===== src/rtl/mx_pkg.sv =====
package mx_pkg;
    localparam int LINK_N     = 2;
    localparam int GROUP_N    = 4;
    localparam int TS_N       = 32;
    localparam int BYTE_W     = 8;
    localparam int SIG_W      = 4;

    localparam int OFF_W      = $clog2(GROUP_N);
    localparam int TS_W       = $clog2(TS_N);
    localparam int SLOT_N     = TS_N * GROUP_N;
    localparam int SLOT_W     = $clog2(SLOT_N);
    localparam int BSEL_W     = $clog2(BYTE_W);
    localparam int FRAME_BITS = SLOT_N * BYTE_W;
    localparam int BCNT_W     = $clog2(FRAME_BITS);
    localparam int OWN_W      = (LINK_N > 1) ? $clog2(LINK_N) : 1;

    typedef struct packed {
        logic              synced;
        logic              half;
        logic [BCNT_W-1:0] bit_idx;
    } pos_t;

    typedef struct packed {
        logic [BYTE_W-1:0] data;
        logic [SIG_W-1:0]  sig;
    } chan_t;

    typedef struct packed {
        logic             valid;
        logic [OWN_W-1:0] link;
    } owner_t;

    localparam chan_t IDLE_CHAN = '{data: '1, sig: '1};

    function automatic logic [BCNT_W-1:0] next_bit(input logic [BCNT_W-1:0] b);
        return (b == BCNT_W'(FRAME_BITS - 1)) ? '0 : b + 1'b1;
    endfunction

    function automatic logic [BSEL_W-1:0] msb_first(input logic [BSEL_W-1:0] pos);
        return BSEL_W'(BYTE_W - 1) - pos;
    endfunction
endpackage


===== src/rtl/mx_timebase.sv =====
module mx_timebase
    import mx_pkg::*;
(
    input  logic clk,
    input  logic rst,
    input  logic mode_2x,
    input  logic fp_inv,
    input  logic fp_in,
    output pos_t pos,
    output logic realign,
    output logic misalign
);
    logic fp_act;
    logic sample_ok;
    logic at_end;

    assign fp_act    = fp_in ^ fp_inv;
    assign sample_ok = !pos.synced || !mode_2x || pos.half;
    assign at_end    = (pos.bit_idx == BCNT_W'(FRAME_BITS - 1)) && (!mode_2x || pos.half);
    assign realign   = fp_act && sample_ok;
    assign misalign  = realign && pos.synced && !at_end;

    always_ff @(posedge clk) begin
        if (rst) begin
            pos <= '0;
        end else if (realign) begin
            pos.synced  <= 1'b1;
            pos.half    <= 1'b0;
            pos.bit_idx <= '0;
        end else if (pos.synced) begin
            if (!mode_2x) begin
                pos.half    <= 1'b0;
                pos.bit_idx <= next_bit(pos.bit_idx);
            end else begin
                pos.half <= !pos.half;
                if (pos.half) begin
                    pos.bit_idx <= next_bit(pos.bit_idx);
                end
            end
        end
    end
endmodule


===== src/rtl/mx_slotmap.sv =====
module mx_slotmap
    import mx_pkg::*;
(
    input  logic [SLOT_W-1:0] slot,
    input  logic [OFF_W-1:0]  off [LINK_N],
    output logic [TS_W-1:0]   ts_idx,
    output owner_t            owner,
    output logic              collide
);
    logic [OFF_W-1:0]         group_pos;
    logic [LINK_N-1:0]        hit;
    logic [LINK_N*LINK_N-1:0] pair_eq;

    assign group_pos = slot[OFF_W-1:0];
    assign ts_idx    = slot[SLOT_W-1:OFF_W];

    for (genvar l = 0; l < LINK_N; l++) begin : g_hit
        assign hit[l] = (group_pos == off[l]);
    end

    for (genvar i = 0; i < LINK_N; i++) begin : g_row
        for (genvar j = 0; j < LINK_N; j++) begin : g_col
            if (j > i) begin : g_cmp
                assign pair_eq[i*LINK_N+j] = (off[i] == off[j]);
            end else begin : g_none
                assign pair_eq[i*LINK_N+j] = 1'b0;
            end
        end
    end

    assign collide = |pair_eq;

    always_comb begin
        owner = '0;
        for (int l = LINK_N - 1; l >= 0; l--) begin
            if (hit[l]) begin
                owner.valid = 1'b1;
                owner.link  = OWN_W'(l);
            end
        end
    end
endmodule


===== src/rtl/mx_serializer.sv =====
module mx_serializer
    import mx_pkg::*;
(
    input  logic              clk,
    input  logic              rst,
    input  logic              mode_2x,
    input  logic              late_edge,
    input  logic              synced,
    input  logic              half,
    input  logic [BSEL_W-1:0] bit_pos,
    input  owner_t            owner,
    input  chan_t             chan [LINK_N],
    output logic              mux_d,
    output logic [SIG_W-1:0]  mux_sig
);
    logic  load;
    chan_t cur;

    assign load = !mode_2x || (half == late_edge);

    always_comb begin
        cur = IDLE_CHAN;
        if (synced && owner.valid) begin
            cur = chan[owner.link];
        end
    end

    always_ff @(posedge clk) begin
        if (rst) begin
            mux_d   <= 1'b1;
            mux_sig <= '1;
        end else if (load) begin
            mux_d   <= cur.data[msb_first(bit_pos)];
            mux_sig <= cur.sig;
        end
    end
endmodule


===== src/rtl/mx_status.sv =====
module mx_status (
    input  logic clk,
    input  logic rst,
    input  logic misalign,
    input  logic err_clr,
    input  logic collide,
    input  logic irq_en,
    output logic fp_err,
    output logic cfg_err,
    output logic irq
);
    always_ff @(posedge clk) begin
        if (rst) begin
            fp_err  <= 1'b0;
            cfg_err <= 1'b0;
            irq     <= 1'b0;
        end else begin
            if (misalign) begin
                fp_err <= 1'b1;
            end else if (err_clr) begin
                fp_err <= 1'b0;
            end
            cfg_err <= collide;
            irq     <= fp_err && irq_en;
        end
    end
endmodule


===== src/rtl/twolink_bytemux.sv =====
module twolink_bytemux
    import mx_pkg::*;
(
    input  logic              clk,
    input  logic              rst,
    input  logic              mode_2x,
    input  logic              late_edge,
    input  logic              fp_inv,
    input  logic              fp_in,
    input  logic [OFF_W-1:0]  off_a,
    input  logic [OFF_W-1:0]  off_b,
    input  logic              irq_en,
    input  logic              err_clr,
    output logic [TS_W-1:0]   ts_idx,
    input  logic [BYTE_W-1:0] a_data,
    input  logic [SIG_W-1:0]  a_sig,
    input  logic [BYTE_W-1:0] b_data,
    input  logic [SIG_W-1:0]  b_sig,
    output logic              mux_d,
    output logic [SIG_W-1:0]  mux_sig,
    output logic              fp_err,
    output logic              cfg_err,
    output logic              irq
);
    pos_t             pos;
    logic             realign;
    logic             misalign;
    logic             collide;
    owner_t           owner;
    logic [OFF_W-1:0] off  [LINK_N];
    chan_t            chan [LINK_N];

    assign off[0]  = off_a;
    assign off[1]  = off_b;
    assign chan[0] = '{data: a_data, sig: a_sig};
    assign chan[1] = '{data: b_data, sig: b_sig};

    mx_timebase u_tbase (
        .clk      (clk),
        .rst      (rst),
        .mode_2x  (mode_2x),
        .fp_inv   (fp_inv),
        .fp_in    (fp_in),
        .pos      (pos),
        .realign  (realign),
        .misalign (misalign)
    );

    mx_slotmap u_map (
        .slot    (pos.bit_idx[BCNT_W-1:BSEL_W]),
        .off     (off),
        .ts_idx  (ts_idx),
        .owner   (owner),
        .collide (collide)
    );

    mx_serializer u_ser (
        .clk       (clk),
        .rst       (rst),
        .mode_2x   (mode_2x),
        .late_edge (late_edge),
        .synced    (pos.synced),
        .half      (pos.half),
        .bit_pos   (pos.bit_idx[BSEL_W-1:0]),
        .owner     (owner),
        .chan      (chan),
        .mux_d     (mux_d),
        .mux_sig   (mux_sig)
    );

    mx_status u_stat (
        .clk      (clk),
        .rst      (rst),
        .misalign (misalign),
        .err_clr  (err_clr),
        .collide  (collide),
        .irq_en   (irq_en),
        .fp_err   (fp_err),
        .cfg_err  (cfg_err),
        .irq      (irq)
    );
endmodule


===== config.mk =====
export PLATFORM = sky130hd
export DESIGN_NAME = twolink_bytemux
export DESIGN_NICKNAME = d
export VERILOG_FILES = /design/src/rtl/mx_pkg.sv /design/src/rtl/mx_timebase.sv /design/src/rtl/mx_slotmap.sv /design/src/rtl/mx_serializer.sv /design/src/rtl/mx_status.sv /design/src/rtl/twolink_bytemux.sv
export SDC_FILE = /design/constraint.sdc
export NUM_CORES = 1
export LEC_CHECK = 0
export CAP_MARGIN = 20
export CORE_MARGIN = 8
export CORE_UTILIZATION = 55
export DETAILED_ROUTE_END_ITERATION = 7
export DONT_BUFFER_PORTS = 1
export GPL_TIMING_DRIVEN = 0
export PLACE_DENSITY = 0.7
export RECOVER_POWER = 50
export REMOVE_ABC_BUFFERS = 1
export SLEW_MARGIN = 20
export SYNTH_ARGS = -nofsm -noshare
export SYNTH_HDL_FRONTEND = slang
export SYNTH_HIERARCHICAL = 1
export SYNTH_SLANG_ARGS = --single-unit

===== constraint.sdc =====
create_clock -name clk -period 4.05 [get_ports clk]
set_clock_uncertainty 0.15 [all_clocks]
set_input_delay 0.6075 -clock clk [delete_from_list [all_inputs] [get_ports clk]]
set_output_delay 0.6075 -clock clk [all_outputs]
set_load 0.005 [all_outputs]

Word-level counts from Yosys, hierarchy flattened:

Index checks and enable logic that the tools add are counted.

* logic and storage cells: 50
* flip-flop bits (word level): 20
* output and inout port bits: 13

* equal/unequal tests: 6
* bitwise operators: 2
* muxes and demuxes: 13
* reductions and logical operators: 17
* $lt $le $gt $ge: 2
* add/subtract/negate cells: 2

Operators with widths (count)
* $mux W12: 4
* $mux W10: 2
* $mux W11: 1
* $add A10 B1 Y10 const B: 1
* $eq A10 B10 Y1 const B: 1
* $eq A2 B2 Y1: 3
* $logic_and A1 B1 Y1: 6
* $logic_not A1 Y1: 4
* $logic_or A1 B1 Y1: 4
* $lt A3 B4 Y1 const B: 1
* $mux W2: 2
* $bmux W1 S3: 1
* $mux W1: 3
* $sub A3 B3 Y3 const A: 1
* $ge A2 B2 Y1 const B: 1
* $ne A2 B1 Y1 const B: 1
* $not A1 Y2: 1
* $reduce_and A2 Y1: 1
* $reduce_bool A2 Y1: 1
* $reduce_or A2 Y1: 1
* $eq A1 B1 Y1: 1
* $xor A1 B1 Y1: 1

Longest topological paths before layout:

Gate-level depths: netlist of run 1.

* word-level depth: 10
* mapped depth: 7
* depth with buffers taken out: 6

By module:

Netlist of run 1, hierarchy kept.

By module, submodules not included
* mx_timebase: cells each 67, times used 1, area each 593.1 sq um, sequential area each 240.2 sq um
* mx_serializer: cells each 44, times used 1, area each 427.9 sq um, sequential area each 100.1 sq um
* mx_slotmap: cells each 14, times used 1, area each 117.6 sq um, sequential area each 0.0 sq um
* mx_status: cells each 8, times used 1, area each 93.8 sq um, sequential area each 60.1 sq um

Worst setup path after synthesis of run 1:

OpenSTA, ideal clock, no wires.

* kind: input -> register
* start: input off_b[0]
* end: register u_ser.mux_sig[0]
* setup slack: 2060 ps
* stages on the path: 6
* arrival: 1721 ps
* setup time: 119 ps
* cell sequence: xor2_1 > a211oi_2 > buf_2 > mux2_2 > a211oi_1 > o21bai_1

RTL lines
* start: declaration: RTL line twolink_bytemux.sv:11 `input logic [OFF_W-1:0] off_b,`
* end signal: assignment: RTL line mx_serializer.sv:34 `mux_sig <= cur.sig;`
* end: declaration: RTL line mx_serializer.sv:14 `output logic [SIG_W-1:0] mux_sig`

==> results.toml, run 1 <==
[critical_path]
cp_max_fo = 9
path_class = "flip-flop to flip-flop"
required_ns = 4.09
timing.rr.start = "u_tbase/pos[4]"
crit_arrival_ns = 2.25
end_kind = "flip-flop"
r2r_cells = 5
ff2ff_setup_slack_ns = 1.84
cp-start-kind = "flip-flop"
r2r_end = "u_ser/mux_sig[0]"

[detailed_routing]
drt_iter0_markers = 29
vias = 937
wl_um = 2540
wl_per_cell_um = 16.4
drc = 0
drtAntennaViolNets = 0
viasPerCell = 6.05
firstDrtPassIters = 4

[final_layout]
design_area_um2 = 1230
synthToLayoutAreaGrowth_pct = 0.408
drive_above_1_share = 0.165
n_antenna_cell = 0
fillers = 209
fin_nets = 165

[hold_path]
hold_path.class = "input pin to flip-flop"
min_to = "u_stat/fp_err"
hp-start = "rst"
min_path_cells = 1

[clocking]
cts.sinks = 20
clkLatencyLatePin_ns = 0.30
ctsHoldBuffers = 0
numCtsBuffers = 3
postCtsSetupBuffers = 0
clock_path_buffers = 2
ctsHtreeMaxLevel = 1
cts_resized = 0
cts.clk_slew.worst_paths_ns = 0.10
root_buffer = "clkbuf_4"
cts_tree = "done"

[power]
ir_worst_vdd_mv = 0.133
total_leakage_power_nw = 0.435
p_per_area_nw_per_um2 = 295

[floorplan]
die_area_um2 = 4000
die_h_um = 63.2
design.core.area_um2 = 2170
start_util = 0.565
fp.dieW_um = 63.2
core.rowCount = 17
ios = 49

[timing]
rsz0062_at_grt = "no"
worst_pin_slew_ns = 0.714
hold_viol_final = 0
min_period_ns = 2.21
achievable-frequency_mhz = 452
period_share = 0.547
relSlewSlack = 0.523
finalMaxSlewViolations = 0
finalSetupTns_ns = 0
setup_viol = 0

[placed_design]
portBuffers = 0
hpwl_um = 2060
dpl-instance-area_um2 = 1190
gp_congestion = 0.760

[run_status]
status = "complete, no violations"

[synth]
synth_area_um2 = 1230
yosysWarnings = 6
syn_area_per_cell_um2 = 9.29
netlist_instances = 132

[grt]
grt_pass1_wl_um = 4240
grt_start_max_net_pins = 14
antenna_found_initial = 0
grt.overflow.total = 0
grt_usage = 0.126
grt_pass1_vias = 939

[run]
max-cap-violations = 0
per-layer routing:
layer,up-vias,wire [µm],track usage
li1,466,-,-
met1,438,1020,0.132
met2,31,1240,0.211
met3,2,275,0.0618
met4,0,14,0.0501
met5,-,0,0
registers in the layout (all words and copies together) (netlist names):
| register | flops |
|---|---|
| u_stat/irq | 1 |
| u_ser/mux_d | 1 |
| u_ser/mux_sig | 4 |
| u_stat/fp_err | 1 |
| u_stat/cfg_err | 1 |
| u_tbase/pos | 12 |
placed cells by master, fill, tap and decap left out:
cell       count
dfxtp_1       20
nor2_1        16
xor2_1        10
mux2_2         8
nand4_1        7
nand2_1        6
nand3_1        5
a21oi_1        5
xnor2_1        4
a211oi_1       4
o21bai_1       4
clkbuf_4       3
and2_1         3
nand2b_1       3
mux4_1         2
and3b_1        2
a21oi_2        2
and3_1         2
o21ai_0        2
or3_1          2
clkbuf_8       1
o2bb2ai_1      1
a211oi_2       1
mux2i_1        1
a221oi_2       1
o32a_1         1
nor2b_1        1
inv_1          1
nand3b_1       1
and4_4         1
a21o_1         1
o21bai_2       1
and3_2         1
and2_2         1
nand3_2        1
or3b_1         1
ha_1           1
power by group:
group	switching [W]	leakage [nW]	internal, W
logic	0.0000210	0.251	0.0000209
registers	0.00000679	0.162	0.000201
clock network	0.0000591	0.0210	0.0000548
area by class of cell:
class / instances / area, µm² / share of cell area
Clock buffer: 4 / 36.3 / 0.0295
Multi-Input combinational cell: 102 / 756 / 0.614
Sequential cell: 20 / 400 / 0.325
Tap cell: 28 / 35.0 / 0.0285
Inverter: 1 / 3.75 / 0.00305
worst max path at each step:
stage / from / to / slack (ns) / depth (start not counted)
6_report: u_tbase/pos[4] / u_ser/mux_sig[0] / 1.84 / 5
5_1_grt: u_tbase/pos[3] / u_ser/mux_sig[3] / 1.72 / 5
4_1_cts: u_tbase/pos[4] / u_ser/mux_sig[0] / 1.82 / 5
3_5_place_dp: off_b[0] / u_ser/mux_sig[0] / 1.66 / 5
3_3_place_gp: off_b[0] / u_ser/mux_sig[0] / 1.73 / 5
2_1_floorplan: off_b[0] / u_ser/mux_sig[0] / 1.92 / 5
worst max-delay path, stage by stage, from the launching register on:
cell	delay, ns
dfxtp_1	0.46
xnor2_1	0.14
a211oi_2	0.65
mux2_2	0.41
a211oi_1	0.19
o21bai_1	0.09
through the flow:
| step | hold slack (ns) | cells | utilization | setup slack, ns | power, W |
|---|---|---|---|---|---|
| global route | 0.196 | 155 | 0.567 | 1.72 | 0.000381 |
| CTS | 0.194 | 155 | 0.567 | 1.82 | 0.000370 |
| global placement | 0.339 | 151 | 0.551 | 1.73 | 0.000253 |
| detailed placement | 0.354 | 151 | 0.551 | 1.66 | 0.000255 |
| finish | 0.211 | 155 | 0.567 | 1.84 | 0.000364 |
| floorplan | 0.328 | 123 | - | 1.92 | 0.000246 |
Note: power is estimated with default switching activity, not from simulation.
==> inputs of run 2 (changes only) <==
- clock period: 4.05 -> 2.1 ns (I/O delays scaled with it)
==> run 2 against run 1 <==
Against the previous run:
- global-route usage is 0.25 points higher
- non-clock buffer count up 4
- register-to-register slack got worse by 1.7 ns
- sequential cell count did not move
- routed wire length grew 2.9%
- combinational power rose by 120%
- highest routed layer unchanged
==> results.toml, run 2 (synthesis gave the netlist of run 1 again) <==
[clocking]
clkLatencyLatePin_ns = 0.30
clock_path_buffers = 2
ctsHtreeMaxLevel = 1
numCtsBuffers = 3
cts.clk_slew.worst_paths_ns = 0.11
root_buffer = "clkbuf_4"
cts.sinks = 20
cts_tree = "done"

[timing]
period_share = 0.936
finalWorstSetupSlack_ns = 0.134
rsz0062_at_grt = "no"
hold_viol_final = 0
whs_ns = 0.0201
finalSetupTns_ns = 0
relSlewSlack = 0.723
setup_viol = 0
finalMaxSlewViolations = 0
min_period_ns = 1.97
achievable-frequency_mhz = 509
worst_pin_slew_ns = 0.415

[final_layout]
regMostFlops = "u_tbase/pos"
most-common-layout-cells = "dfxtp_1, nor2_1, xor2_1"
drive_above_1_share = 0.183
n_antenna_cell = 0
fin_nets = 169
top_regs = "u_tbase/pos: 12 flops, u_ser/mux_sig: 4 flops"
layout_commonest_cell = "dfxtp_1"
synthToLayoutAreaGrowth_pct = 3.67
largest_reg_flops = 12
design_area_um2 = 1270

[critical_path]
required_ns = 2.14
end_kind = "flip-flop"
cp_cell_sequence = "xnor2_1 > a211oi_4 > buf_4 > mux2_2 > a211oi_1 > o21bai_1"
r2r_end = "u_ser/mux_sig[0]"
crit_end = "u_ser/mux_sig[0]"
critPathMaxStageDelay_ns = 0.46
crit_arrival_ns = 2.00
timing.rr.start = "u_tbase/pos[4]"
startpoint = "u_tbase/pos[4]"
cp-start-kind = "flip-flop"
ff2ff_setup_slack_ns = 0.13
cp_max_fo = 8
r2r_cells = 6
critPathSlowestCell = "dfxtp_1"
path_class = "flip-flop to flip-flop"

[placed_design]
dpl-instance-area_um2 = 1190
pre_cts_ws_ns = -0.105
hpwl_um = 2060
portBuffers = 0
gp_congestion = 0.760

[detailed_routing]
firstDrtPassIters = 4
wl_per_cell_um = 16.5
drc = 0
drt_iter0_markers = 30
wl_um = 2620
drtAntennaViolNets = 0
viasPerCell = 6.03
vias = 959

[power]
ir_worst_vdd_mv = 0.260
total_leakage_power_nw = 0.455
p_per_area_nw_per_um2 = 561

[run]
max-cap-violations = 0

[floorplan]
start_util = 0.565
die_area_um2 = 4000
core.rowCount = 17
fp.dieW_um = 63.2
design.core.area_um2 = 2170
ios = 49
die_h_um = 63.2

[grt]
antenna_found_initial = 0
grt_pass1_vias = 958
grt_start_max_net_pins = 14
grt_pass1_wl_um = 4350
grt.overflow.total = 0
grt_usage = 0.128

[hold_path]
min_path_cells = 1
hold_path.class = "input pin to flip-flop"

[run_status]
status = "complete, no violations"
[run 2: cell count changes in the layout (fill, tap and decap cells not counted), sizes merged]
| cell | before | now |
|---|---|---|
| buf | 0 | 3 |
| dlygate4sd3 | 0 | 1 |
[run 2: critical path, delay by kind of cell, from the launching register on]
kind / cells / cell delay (ns)
buffers and inverters: 1 / 0.19
flip-flops: 1 / 0.46
AO/OA/AOI/OAI: 3 / 0.53
multiplexers: 1 / 0.35
XOR/XNOR: 1 / 0.18
[run 2: what timing repair did]
action,4_1_cts,5_1_grt
setup endpoints to repair,5,5
setup buffers,0,3
endpoints found under the hold margin,7,0
hold buffers,1,0
resized for setup,1,0
pin swaps,0,1
[run 2: area by class of cell]
cell class,count,area (µm²)
clock buffers,4,36.3
fillers,203,898
inverters,1,3.75
multi-input cells,102,763
flip-flops and latches,20,400
well taps,28,35.0
repair buffers,4,32.5
[run 2: per-stage QoR]
stage | power, W | utilization | cells
floorplan | 0.000475 | - | 123
global placement | 0.000488 | 0.551 | 151
detailed placement | 0.000491 | 0.551 | 151
CTS | 0.000719 | 0.576 | 156
global route | 0.000745 | 0.586 | 159
finish | 0.000714 | 0.586 | 159
[run 2: power breakdown]
part | switching [W] | leakage [nW] | internal (W)
clock network | 0.000115 | 0.0210 | 0.000106
registers | 0.0000131 | 0.162 | 0.000388
logic | 0.0000453 | 0.272 | 0.0000461
[run 2: worst min-delay path by stage]
stage	startpoint	endpoint	slack, ns
final	rst	u_ser/mux_d	0.02
after global routing	irq_en	u_stat/irq	0.01
after detailed placement	rst	u_stat/fp_err	0.23
after global placement	rst	u_stat/fp_err	0.23
after floorplan	rst	u_stat/fp_err	0.23
after CTS	rst	u_ser/mux_d	0.009
[run 2: routing by layer]
layer,track usage,part of all wire,up-vias
li1,-,-,473
met1,0.136,0.41,451
met2,0.215,0.48,33
met3,0.0618,0.11,2
met4,0.0501,0.0053,0
met5,0,0,-
